$ cat config.mk
export PLATFORM = sky130hd
export DESIGN_NAME = ipc_top
export DESIGN_NICKNAME = d
export VERILOG_FILES = /design/src/rtl/ipc_pkg.sv /design/src/rtl/ipc_sources.sv /design/src/rtl/ipc_arbiter.sv /design/src/rtl/ipc_regs.sv /design/src/rtl/ipc_top.sv
export SDC_FILE = /design/constraint.sdc
export NUM_CORES = 1
export LEC_CHECK = 0
export ABC_AREA = 0
export BUFFER_PORTS_ARGS = -buffer_cell sky130_fd_sc_hd__buf_2
export CORE_MARGIN = 1
export CORE_UTILIZATION = 48
export DETAILED_ROUTE_END_ITERATION = 10
export PLACE_DENSITY = 0.76
export SYNTH_ARGS = -nofsm -noshare
export SYNTH_HDL_FRONTEND = slang
export SYNTH_SLANG_ARGS = --single-unit
$ cat constraint.sdc
create_clock -name clk -period 4.54 [get_ports clk]
set_input_delay 0.908 -clock clk [delete_from_list [all_inputs] [get_ports clk]]
set_output_delay 0.908 -clock clk [all_outputs]
set_load 0.05 [all_outputs]
$ cat src/rtl/ipc_pkg.sv
package ipc_pkg;

    localparam int PRIO_W = 8;
    localparam int ID_W   = 24;
    localparam int WORD_W = PRIO_W + ID_W;

    typedef logic [PRIO_W-1:0] prio_t;
    typedef logic [ID_W-1:0]   src_id_t;

    localparam prio_t PRIO_NONE = '1;   // least favoured / "off"
    localparam prio_t PRIO_MASK = '0;   // masks everything

    typedef enum logic [1:0] {
        SEL_POLL = 2'd0,
        SEL_ACK  = 2'd1,
        SEL_RSVD = 2'd2,
        SEL_IPI  = 2'd3
    } reg_sel_e;

    typedef struct packed {
        logic    valid;
        prio_t   prio;
        src_id_t id;
    } cand_t;

    // a is preferred on equal priority
    function automatic cand_t pick_favoured(cand_t a, cand_t b);
        if (a.valid && (!b.valid || a.prio <= b.prio))
            return a;
        return b;
    endfunction

    function automatic logic [WORD_W-1:0] pack_pending(prio_t cur, src_id_t id);
        return {cur, id};
    endfunction

endpackage

$ cat src/rtl/ipc_sources.sv
module ipc_sources
    import ipc_pkg::*;
#(
    parameter prio_t   DEV_PRIO = 8'h80,
    parameter src_id_t IPI_ID   = 24'd2,
    parameter src_id_t DEV_ID   = 24'd16
) (
    input  logic               clk,
    input  logic               rst,
    input  logic               dev_irq_i,
    input  logic               ipi_we_i,
    input  prio_t              ipi_wdata_i,
    output prio_t              ipi_prio_o,
    output cand_t [1:0]        cands_o
);
    prio_t ipi_prio_q;
    logic  dev_q;

    always_ff @(posedge clk) begin
        if (rst) begin
            ipi_prio_q <= PRIO_NONE;
            dev_q      <= 1'b0;
        end else begin
            dev_q <= dev_irq_i;
            if (ipi_we_i)
                ipi_prio_q <= ipi_wdata_i;
        end
    end

    // index 0 is the IPI so that it wins ties
    always_comb begin
        cands_o[0].valid = (ipi_prio_q != PRIO_NONE);
        cands_o[0].prio  = ipi_prio_q;
        cands_o[0].id    = IPI_ID;
        cands_o[1].valid = dev_q;
        cands_o[1].prio  = DEV_PRIO;
        cands_o[1].id    = DEV_ID;
    end

    assign ipi_prio_o = ipi_prio_q;

endmodule

$ cat src/rtl/ipc_arbiter.sv
module ipc_arbiter
    import ipc_pkg::*;
#(
    parameter int NUM_SRC = 2
) (
    input  cand_t [NUM_SRC-1:0] cands_i,
    input  prio_t               cur_prio_i,
    output cand_t               best_o,
    output logic                present_o
);
    cand_t [NUM_SRC:0] chain;

    assign chain[NUM_SRC] = '0;

    for (genvar g = NUM_SRC - 1; g >= 0; g--) begin : g_chain
        assign chain[g] = pick_favoured(cands_i[g], chain[g+1]);
    end

    assign best_o    = chain[0];
    assign present_o = chain[0].valid && (chain[0].prio < cur_prio_i);

endmodule

$ cat src/rtl/ipc_regs.sv
module ipc_regs
    import ipc_pkg::*;
#(
    parameter int ADDR_W = 4
) (
    input  logic              clk,
    input  logic              rst,
    input  logic              req_valid_i,
    input  logic              req_write_i,
    input  logic              req_word_i,
    input  logic [ADDR_W-1:0] req_addr_i,
    input  logic [WORD_W-1:0] req_wdata_i,
    input  cand_t             best_i,
    input  logic              present_i,
    input  prio_t             ipi_prio_i,
    output prio_t             cur_prio_o,
    output logic              ipi_we_o,
    output prio_t             ipi_wdata_o,
    output logic              rsp_valid_o,
    output logic [WORD_W-1:0] rsp_data_o
);
    reg_sel_e          sel;
    logic              rd, wr;
    prio_t             cur_q;
    logic [WORD_W-1:0] pend_word;

    assign sel       = reg_sel_e'(req_addr_i[3:2]);
    assign rd        = req_valid_i && !req_write_i;
    assign wr        = req_valid_i &&  req_write_i;
    assign pend_word = pack_pending(cur_q, present_i ? best_i.id : '0);

    assign ipi_we_o    = wr && (sel == SEL_IPI);
    assign ipi_wdata_o = req_wdata_i[PRIO_W-1:0];

    always_ff @(posedge clk) begin
        if (rst) begin
            cur_q       <= PRIO_MASK;
            rsp_valid_o <= 1'b0;
            rsp_data_o  <= '0;
        end else begin
            rsp_valid_o <= rd;
            if (rd) begin
                unique case (sel)
                    SEL_POLL, SEL_ACK: rsp_data_o <= pend_word;
                    SEL_RSVD:          rsp_data_o <= '0;
                    SEL_IPI:           rsp_data_o <= {{(WORD_W-PRIO_W){1'b0}}, ipi_prio_i};
                    default:           rsp_data_o <= '0;
                endcase
                if (sel == SEL_ACK && present_i)
                    cur_q <= best_i.prio;
            end
            if (wr && sel == SEL_ACK)
                cur_q <= req_word_i ? req_wdata_i[WORD_W-1 -: PRIO_W]
                                    : req_wdata_i[PRIO_W-1:0];
        end
    end

    assign cur_prio_o = cur_q;

endmodule

$ cat src/rtl/ipc_top.sv
module ipc_top
    import ipc_pkg::*;
#(
    parameter int      ADDR_W   = 4,
    parameter prio_t   DEV_PRIO = 8'h80,
    parameter src_id_t IPI_ID   = 24'd2,
    parameter src_id_t DEV_ID   = 24'd16
) (
    input  logic              clk,
    input  logic              rst,
    input  logic              dev_irq_i,
    input  logic              req_valid_i,
    input  logic              req_write_i,
    input  logic              req_word_i,
    input  logic [ADDR_W-1:0] req_addr_i,
    input  logic [31:0]       req_wdata_i,
    output logic              rsp_valid_o,
    output logic [31:0]       rsp_data_o,
    output logic              ext_irq_o
);
    localparam int NUM_SRC = 2;

    cand_t [NUM_SRC-1:0] cands;
    cand_t               best;
    logic                present;
    prio_t               cur_prio;
    prio_t               ipi_prio;
    logic                ipi_we;
    prio_t               ipi_wdata;
    logic                dev_pending;

    ipc_sources #(
        .DEV_PRIO (DEV_PRIO),
        .IPI_ID   (IPI_ID),
        .DEV_ID   (DEV_ID)
    ) u_src (
        .clk         (clk),
        .rst         (rst),
        .dev_irq_i   (dev_irq_i),
        .ipi_we_i    (ipi_we),
        .ipi_wdata_i (ipi_wdata),
        .ipi_prio_o  (ipi_prio),
        .cands_o     (cands)
    );

    ipc_arbiter #(
        .NUM_SRC (NUM_SRC)
    ) u_arb (
        .cands_i    (cands),
        .cur_prio_i (cur_prio),
        .best_o     (best),
        .present_o  (present)
    );

    ipc_regs #(
        .ADDR_W (ADDR_W)
    ) u_regs (
        .clk         (clk),
        .rst         (rst),
        .req_valid_i (req_valid_i),
        .req_write_i (req_write_i),
        .req_word_i  (req_word_i),
        .req_addr_i  (req_addr_i),
        .req_wdata_i (req_wdata_i),
        .best_i      (best),
        .present_i   (present),
        .ipi_prio_i  (ipi_prio),
        .cur_prio_o  (cur_prio),
        .ipi_we_o    (ipi_we),
        .ipi_wdata_o (ipi_wdata),
        .rsp_valid_o (rsp_valid_o),
        .rsp_data_o  (rsp_data_o)
    );

    assign dev_pending = cands[1].valid;
    assign ext_irq_o   = present;

endmodule

==> summary.txt <==
Outcome
  • Status: finished, final reports clean

Pwr
  • P_leak: 1.00 nW
  • VDD IR max: approximately 270 µV
  • Sw power: 234 µW
  • Pwr Density: between 300 and 400 mW/mm²
  • Tot Pwr: 777 µW
  • Switching Fraction: 0.302
  • Clock share of power: 0.367
  • Flop pwr share: 0.405
  • Share of total power in combinational logic: 0.228
  • Internal power: about 540 µW

Synthesis
  • Async set or reset register ratio after synthesis: 0
  • Seq/Total Area, Yosys: 0.373
  • Post-synthesis cell area: approximately 0.0018 mm²
  • Post-synth top flop: dfxtp_1
  • Yosys reg bits: 34
  • Syn. warnings: 0
  • Syn Inst Count: around 220
  • Distinct cells, synth: 35
  • Avg Cell Area, Syn: around 8.3 µm²
  • Post-synth EDFFs: 0

Worst setup path
  • CP peak stage delay: roughly 0.35 ns
  • Setup crit end kind: primary output
  • CP dominant cell by count: ha_1
  • Cells along the critical path: inv_1 -> ha_1 -> nor4b_1 -> a21oi_1 -> a21oi_2 -> and2_1 -> ha_1 -> a211oi_2 -> nor2_1 -> or3_1 -> nor3b_2 -> clkbuf_4
  • CP Launch Type: flop
  • CP Data Required Time: 3.63 ns
  • CP arrival: 3.31 ns
  • Crit-path max FO: 7
  • Critical path type: flop to primary output
  • Crit-path slowest cell: dfxtp_1

Placement
  • Placer Congestion: about 0.85
  • Hpwl dp: between 3000 and 4000 µm
  • Cell count after placement: 300
  • Port bufs: between 40 and 50
  • Dpl cell area: 0.00200 mm²

Drt
  • Post-Route WL: roughly 4000 µm
  • Vias: between 1500 and 2000
  • Drt pass-1 iters: 4
  • Drt wl/cell: around 13 µm
  • Vias per Instance: between 5 and 6
  • Antenna viol nets, final: 0
  • # DRC: 0
  • Iteration-0 DRC Markers: 54

Final layout
  • Diode count: 0
  • Final cell count without fillers: between 300 and 400
  • Syn-to-layout area delta: 16.4%
  • Final Core Density: 0.580
  • Final Instance Area: 0.00212 mm²
  • Most common cell after layout, fill and taps aside: buf_2
  • Nets: just over 300
  • # fillers: between 300 and 400
  • Most frequent cells in the layout: buf_2 (40), dfxtp_1 (34), nor2_1 (25)
  • Ratio of cells with drive above 1 in the final layout: 0.212

Clock tree
  • Clk sink count: 34
  • CTS tree: built
  • CTS buffer count: 5
  • CTS H-tree lvls: 2
  • Clock Latency Late Sink: roughly 0.29 ns
  • Root Buffer: clkbuf_8
  • Post-CTS Setup Inserts: 0
  • Post-CTS Hold Buffers: 0
  • Clock Path Buffers: 2
  • CTS clock-pin slew for the worst setup and hold paths: approximately 0.070 ns
  • Post_cts resized: 0

STA
  • Hold Fails Final Rpt: 0
  • Clock skew: 0.00606 ns
  • # setup viols final: 0
  • Slew headroom: 0.348
  • Fmax: 0.237 GHz
  • RSZ-0062 raised after global routing: no
  • Final Cycle Share: 0.930
  • Slew @ Worst Pin: between 0.9 and 1 ns
  • Setup TNS: 0 ns
  • Tmin final: around 4.2 ns
  • Final Max Slew Viols: 0

Global routing
  • First-pass GRT wire length: 6940 µm
  • Largest net degree at the start of global routing: 30
  • Gr usage total: 0.221
  • Vias in the first global route: between 1500 and 2000
  • Initial antenna violation count: 0
  • Overflow left after global routing: 0

Floorplanning
  • Core Region: about 0.0037 mm²
  • Starting density of the core: 0.498
  • Io pins: between 70 and 80
  • Row cnt: 22
  • Die outline width: approximately 64 µm
  • Die height: roughly 64 µm
  • Die footprint: around 0.004 mm²

Min path
  • Class of the worst hold path: flop to flop

Job
  • Max-Cap Viols: 0
-- state kept, by name, indices dropped and copies added (netlist names) --
signal / cells
u_src.ipi_prio_o: 8
u_regs.rsp_valid_o: 1
u_regs.rsp_data_o: 16
u_src.dev_q: 1
u_regs.cur_prio_o: 8
-- cell usage after synthesis (2+ instances only) --
cell	number	area, µm²
nand3_1	4	20.0
ha_1	8	100
a211oi_1	2	15.0
nor2b_1	4	25.0
dfxtp_1	34	681
a22oi_1	6	45.0
a211o_2	2	20.0
clkbuf_1	7	26.3
mux2i_1	14	140
nand4_1	5	31.3
o22ai_1	6	37.5
nand2_1	19	71.3
nand3b_1	8	60.1
nor3b_1	2	15.0
and2_1	6	37.5
a21oi_1	14	70.1
nor2_1	25	93.8
nand2b_1	2	12.5
o211ai_1	2	15.0
o21ai_0	3	15.0
inv_1	10	37.5
buf_4	16	120
nor3_1	8	40.0
-- through the flow --
step	hold slack (ns)	setup WS [ns]
after floorplan	0.481	0.0200
after global placement	0.468	0.482
after detailed placement	0.474	0.440
after CTS	0.492	0.105
after global routing	0.523	0.0664
final	0.486	0.318
-- worst max-delay path: cells and delay by family, from the launching register on --
kind / cells / cell delay, ns
fa+ha+maj: 2 / 0.53
flops: 1 / 0.35
simple gates: 5 / 1.09
buf+inv: 2 / 0.36
compound gates: 3 / 0.68
-- per-layer routing --
layer,track usage,wire length (µm),vias up
li1,-,-,817
met1,0.289,1950,734
met2,0.363,1940,55
met3,0.0326,155,4
met4,0.0852,63,0
met5,0,0,-
-- path summary, 6_finish.rpt --
path / start / end / slack (ns) / cells past startpoint
worst min-delay path: u_regs.rsp_data_o[29] / u_regs.rsp_data_o[29] / 0.49 / 2
worst max-delay path: u_src.ipi_prio_o[7] / ext_irq_o / 0.32 / 12
worst min register to register: u_regs.rsp_data_o[29] / u_regs.rsp_data_o[29] / 0.49 / 2
worst max register to register: u_src.ipi_prio_o[7] / u_regs.cur_prio_o[7] / 0.73 / 13
-- kinds of logic (layout without fill, tap and decap cells) --
logic type | count (synthesis) | in the layout | synth area share
simple gates | 88 | 88 | 0.245
compound gates | 39 | 39 | 0.139
buf+inv | 35 | 60 | 0.109
flops | 34 | 34 | 0.373
mux | 14 | 14 | 0.0769
fa+ha+maj | 8 | 8 | 0.0549
other cells | 1 | 16 | 0.00206
-- power by group through the flow --
stage                     clock [mW]  combinational, mW  sequential (mW)
after CTS                      0.287              0.173            0.315
after detailed placement           0              0.173            0.321
after global placement             0              0.170            0.321
after global routing           0.299              0.195            0.316
after floorplan                    0              0.133            0.329
final                          0.285              0.177            0.315
-- layout make-up --
cell class / count / area (µm²) / area share
well taps: 48 / 60.1 / 0.0283
inverters: 10 / 37.5 / 0.0177
flip-flops and latches: 34 / 681 / 0.321
clock inverters: 1 / 30.0 / 0.0142
clock buffers: 6 / 82.6 / 0.0389
repair buffers: 43 / 223 / 0.105
multi-input cells: 165 / 1010 / 0.475
Power figures use the tool's default switching activity.
